**src/rtl/sud_pkg.sv**
```systemverilog
package sud_pkg;
  parameter int unsigned PRE_DIV   = 5;
  parameter int unsigned START_CNT = 256;
  localparam int unsigned CNT_W = $clog2(START_CNT + 1);
  localparam int unsigned PRE_W = (PRE_DIV > 1) ? $clog2(PRE_DIV) : 1;
endpackage

```
**src/rtl/sud_prescaler.sv**
```systemverilog
module sud_prescaler #(
  parameter int unsigned DIV = sud_pkg::PRE_DIV,
  localparam int unsigned W = (DIV > 1) ? $clog2(DIV) : 1
) (
  input  logic clk_i,
  input  logic rst_ni,
  input  logic clr_i,
  input  logic adv_i,
  output logic tick_o
);
  localparam logic [W-1:0] LAST = W'(DIV - 1);
  logic [W-1:0] pre_q;

  assign tick_o = adv_i && (pre_q == LAST);

  always_ff @(posedge clk_i or negedge rst_ni) begin
    if (!rst_ni)      pre_q <= '0;
    else if (clr_i)   pre_q <= '0;
    else if (adv_i)   pre_q <= (pre_q == LAST) ? '0 : pre_q + 1'b1;
  end

  AST_PRE_RANGE: assert property (@(posedge clk_i) disable iff (!rst_ni)
    pre_q <= LAST);
  AST_PRE_CLR: assert property (@(posedge clk_i) disable iff (!rst_ni)
    clr_i |=> pre_q == '0);
endmodule

```
**src/rtl/sud_counter.sv**
```systemverilog
module sud_counter #(
  parameter int unsigned START = sud_pkg::START_CNT,
  localparam int unsigned W = $clog2(START + 1)
) (
  input  logic         clk_i,
  input  logic         rst_ni,
  input  logic         load_i,
  input  logic         dec_i,
  output logic [W-1:0] cnt_o,
  output logic         last_o
);
  localparam logic [W-1:0] INIT = W'(START);
  logic [W-1:0] cnt_q;

  assign cnt_o  = cnt_q;
  assign last_o = dec_i && (cnt_q == W'(1));

  always_ff @(posedge clk_i or negedge rst_ni) begin
    if (!rst_ni)                    cnt_q <= '0;
    else if (load_i)                cnt_q <= INIT;
    else if (dec_i && cnt_q != '0)  cnt_q <= cnt_q - 1'b1;
  end

  AST_LOAD_VAL: assert property (@(posedge clk_i) disable iff (!rst_ni)
    load_i |=> cnt_q == INIT);
  AST_NO_WRAP: assert property (@(posedge clk_i) disable iff (!rst_ni)
    !load_i && cnt_q == '0 |=> cnt_q == '0);
endmodule

```
**src/rtl/osc_startup_delay.sv**
```systemverilog
module osc_startup_delay #(
  parameter int unsigned PRE_DIV   = sud_pkg::PRE_DIV,
  parameter int unsigned START_CNT = sud_pkg::START_CNT,
  localparam int unsigned CNT_W = $clog2(START_CNT + 1)
) (
  input  logic clk_i,
  input  logic rst_ni,
  input  logic start_i,
  input  logic amp_ok_i,
  input  logic delay_opt_i,
  output logic core_clk_en_o,
  output logic done_o,
  output logic tmr_slow_sel_o
);
  logic             busy_q, en_q, done_q, slow_q;
  logic             adv, tick, last;
  logic [CNT_W-1:0] cnt;
  logic             unused_delay_opt;

  // delay is mandatory: option bit deliberately ignored
  assign unused_delay_opt = delay_opt_i;

  assign adv = busy_q && amp_ok_i && !start_i;

  sud_prescaler #(.DIV(PRE_DIV)) u_pre (
    .clk_i  (clk_i),
    .rst_ni (rst_ni),
    .clr_i  (start_i),
    .adv_i  (adv),
    .tick_o (tick)
  );

  sud_counter #(.START(START_CNT)) u_cnt (
    .clk_i  (clk_i),
    .rst_ni (rst_ni),
    .load_i (start_i),
    .dec_i  (tick),
    .cnt_o  (cnt),
    .last_o (last)
  );

  always_ff @(posedge clk_i or negedge rst_ni) begin
    if (!rst_ni) begin
      busy_q <= 1'b0;
      en_q   <= 1'b1;
      done_q <= 1'b0;
      slow_q <= 1'b1;
    end else if (start_i) begin
      busy_q <= 1'b1;
      en_q   <= 1'b0;
      done_q <= 1'b0;
      slow_q <= 1'b0;
    end else if (last) begin
      busy_q <= 1'b0;
      en_q   <= 1'b1;
      done_q <= 1'b1;
      slow_q <= 1'b1;
    end else begin
      done_q <= 1'b0;
    end
  end

  assign core_clk_en_o  = en_q;
  assign done_o         = done_q;
  assign tmr_slow_sel_o = slow_q;

  AST_START_GATE: assert property (@(posedge clk_i) disable iff (!rst_ni)
    start_i |=> !core_clk_en_o && !tmr_slow_sel_o);
  AST_FREEZE: assert property (@(posedge clk_i) disable iff (!rst_ni)
    busy_q && !amp_ok_i && !start_i |=> $stable(cnt) && !done_o);
  AST_DONE_EN: assert property (@(posedge clk_i) disable iff (!rst_ni)
    done_o |-> core_clk_en_o && tmr_slow_sel_o);
  AST_DONE_PULSE: assert property (@(posedge clk_i) disable iff (!rst_ni)
    done_o |=> !done_o);
  AST_EN_HOLD: assert property (@(posedge clk_i) disable iff (!rst_ni)
    core_clk_en_o && !start_i |=> core_clk_en_o);
  AST_DONE_ZERO: assert property (@(posedge clk_i) disable iff (!rst_ni)
    $rose(done_o) |-> cnt == '0);
endmodule

```
**config.mk**
```make
export PLATFORM = sky130hd
export DESIGN_NAME = osc_startup_delay
export DESIGN_NICKNAME = d
export VERILOG_FILES = /design/src/rtl/sud_pkg.sv /design/src/rtl/sud_prescaler.sv /design/src/rtl/sud_counter.sv /design/src/rtl/osc_startup_delay.sv
export SDC_FILE = /design/constraint.sdc
export NUM_CORES = 1
export LEC_CHECK = 0
export BUFFER_PORTS_ARGS = -buffer_cell sky130_fd_sc_hd__clkbuf_2
export CAP_MARGIN = 10
export CORE_MARGIN = 8
export CORE_UTILIZATION = 50
export DETAILED_ROUTE_END_ITERATION = 8
export GPL_ROUTABILITY_DRIVEN = 0
export HOLD_SLACK_MARGIN = 0.15
export PLACE_DENSITY = 0.76
export SLEW_MARGIN = 0
export SYNTH_ARGS = -nofsm -noshare
export SYNTH_HDL_FRONTEND = slang
export SYNTH_SLANG_ARGS = --single-unit
```
**constraint.sdc**
```tcl
create_clock -name clk_i -period 1.69 [get_ports clk_i]
set_input_delay 0.2535 -clock clk_i [delete_from_list [all_inputs] [get_ports clk_i]]
set_output_delay 0.2535 -clock clk_i [all_outputs]
set_load 0.1 [all_outputs]
```
==> results.json <==
{
  "viasPerCell": 5.70,
  "reg2reg_depth": 7,
  "hpwl_um": 1360,
  "start_util_pct": 51.2,
  "worstMarginPinSlew_ns": 0.545,
  "avgSynthCellArea_um2": 9.71,
  "required_ns": 1.92,
  "die_w_um": 57.3,
  "setup_viol": 5,
  "cts_buffer_depth": 2,
  "syn_to_final_growth_pct": 35.4,
  "grt_pass1_wl_um": 3360,
  "fin_worst_skew_ns": 0.00966,
  "cap_violations": 0,
  "antenna_found_initial": 0,
  "post-route-min-period_ns": 1.77,
  "synth.distinct_cells": 32,
  "grt_usage_pct": 12.8,
  "slowest_stage": "dfrtp_1",
  "finalHoldViolCount": 0,
  "crit_path_start_kind": "flip-flop",
  "vias": 770,
  "rows": 15,
  "cts_root_buf": "clkbuf_4",
  "port_buffers": 6,
  "coreArea_mm2": 0.00167,
  "clkSinkCount": 15,
  "die-area_mm2": 0.00329,
  "total_power_uw": 657,
  "wl_per_cell_um": 14.7,
  "worstReg2RegEnd": "u_cnt.cnt_o[8]",
  "clkTransAtPathRegs_ns": 0.10,
  "fillers": 122,
  "worstHoldEndpoint": "u_pre.pre_q[1]",
  "failed_checks": "negative setup slack",
  "max_stage_delay_ns": 0.41,
  "status": "finished with violations",
  "grt_max_degree": 16,
  "max_freq_ghz": 0.565,
  "setup.worst_path.class": "flip-flop to flip-flop",
  "tritoncts": "yes",
  "rsz0062_at_grt": "true",
  "placedCellCount": 125,
  "hp-class": "primary input to flip-flop",
  "htreeDepth": 1,
  "powerDensity_mw_per_mm2": 568,
  "cp_cell_sequence": "inv_2, ha_4, nand2_4, or3_4, buf_6, or4_1, nand3_1",
  "drt_wl_total_um": 1990,
  "remaining_drc_errors": 0,
  "drt_iter0_drc": 14,
  "report.final.slew_viol_count": 0,
  "period_share_pct": 105,
  "crit_arrival_ns": 2.00,
  "final_common_cell": "buf_4",
  "final_cell_mix": "buf_4, dfrtp_1, nand3_1, a21oi_1",
  "yosys_warnings": 0,
  "power.leakage_uw": 0.000570,
  "numCtsBuffers": 3,
  "ys_ff_latch": 15,
  "netlist_instances": 88,
  "timing.slew.headroom_pct": 63.8,
  "end_kind": "flip-flop",
  "r2r-start": "u_pre.pre_q[1]",
  "grt_pass1_vias": 761,
  "stdcell_count": 135,
  "antenna_left": 0,
  "worstHoldStart": "amp_ok_i",
  "ir_drop_v": 0.000433,
  "ys_seq_area_share_pct": 44.1,
  "syn_area_um2": 855,
  "grt_overflow": 0,
  "drt-pass1-iter-count": 4,
  "syn_nets": 98,
  "crit_fanout": 8,
  "fin_ws_ns": -0.0786,
  "drive_gt1_share_pct": 41.5,
  "layout.nets": 129,
  "hold_path_depth": 3,
  "ios": 8,
  "fp.dieH_um": 57.3,
  "design_area_mm2": 0.00116,
  "clock_latency_ns": 0.30,
  "place_ws_ns": -0.0909,
  "n_antenna_cell": 0,
  "reg2reg_setup_slack_ns": -0.08,
  "dpl_cell_area_mm2": 0.00102
}
[how the worst max path moves through the flow]
stage	cells past startpoint	from	end
after floorplan	7	u_pre.pre_q[0]	u_cnt.cnt_o[5]
after global placement	6	u_pre.pre_q[1]	u_cnt.cnt_o[3]
after detailed placement	6	u_pre.pre_q[0]	u_cnt.cnt_o[3]
after CTS	6	u_pre.pre_q[0]	u_cnt.cnt_o[6]
after global routing	7	u_pre.pre_q[1]	u_cnt.cnt_o[8]
final	7	u_pre.pre_q[1]	u_cnt.cnt_o[8]
[power by group]
group	switching, µW	internal [µW]
Combinational	41.2	39.0
Clock	122	88.3
Sequential	3.58	363
[final cells by class]
cell class	count	area, µm²	share of cell area, %
Multi-Input combinational cell	62	485	41.9
Sequential cell	15	377	32.5
Timing Repair Buffer	30	220	19.0
Inverter	7	26.3	2.27
Clock buffer	3	22.5	1.95
Tap cell	17	21.3	1.84
Clock inverter	1	5.00	0.432
[state kept, by name, indices dropped and copies added, names as in the netlist]
name and flops:
tmr_slow_sel_o 1, busy_q 1, u_pre.pre_q 3, done_o 1, u_cnt.cnt_o 9
[cell families (layout without fill, tap and decap cells)]
kind of cell    after synthesis  after routing  synth area share (%)
fa+ha+maj                     5              5                  7.32
buf+inv                      11             41                  6.30
simple gates                 36             36                  25.5
flops                        15             15                  44.1
compound gates               19             19                  14.3
mux                           2              2                  2.49
[worst max-delay path: cells and delay by family, from the launching register on]
| family | cells | cell delay, ns |
|---|---|---|
| and+or+nand+nor | 4 | 0.91 |
| DFF | 1 | 0.41 |
| adders and majority gates | 1 | 0.15 |
| buffers and inverters | 2 | 0.23 |
[layer usage]
layer / global-route usage (%) / wire length, µm / vias up
met1: 16.4 / 879 / 364
met3: 3.81 / 74 / 6
met4: 5.00 / 38 / 0
li1: - / - / 381
met5: 0 / 0 / -
met2: 19.5 / 996 / 19
[cell usage after synthesis]
master / number / area share [%]
mux2_2: 1 / 1.3
o311ai_0: 2 / 2.1
a21oi_1: 7 / 4.1
or3_4: 1 / 1.3
dfstp_2: 1 / 3.1
inv_1: 7 / 3.1
buf_6: 1 / 1.3
nand4b_1: 2 / 2.1
nand4_1: 1 / 0.73
a311oi_1: 1 / 1.0
o21ai_0: 4 / 2.3
or4_1: 3 / 2.6
or2_2: 1 / 0.73
and4b_1: 1 / 1.2
buf_2: 1 / 0.59
nand3_1: 7 / 4.1
nor3_1: 2 / 1.2
ha_1: 5 / 7.3
dfrtp_1: 14 / 41
nor2_1: 6 / 2.6
a21o_2: 1 / 1.0
nor4_2: 2 / 2.9
o41ai_1: 2 / 2.1
nand2_1: 5 / 2.2
nand2_2: 1 / 0.73
nor2b_1: 2 / 1.5
mux2i_1: 1 / 1.2
clkbuf_1: 1 / 0.44
o31ai_1: 2 / 1.8
buf_4: 1 / 0.88
nor3b_1: 1 / 0.88
or3_1: 1 / 0.73
[through the flow]
stage / hold slack [ns] / utilization [%] / setup TNS (ns)
floorplan: -0.0421 / - / -0.0391
global placement: 0.186 / 61.0 / -0.0575
detailed placement: 0.188 / 61.0 / -0.298
CTS: 0.214 / 65.7 / -0.349
global route: 0.239 / 69.3 / -0.550
finish: 0.223 / 69.3 / -0.204
[timing repair]
action,in CTS,in global routing
hold buffers,1,0
pin swaps,6,5
gates resized for setup,4,10
setup buffers,3,3
endpoints found under the hold margin,14,0
endpoints found under the setup margin,6,9
Power figures use the tool's default switching activity.
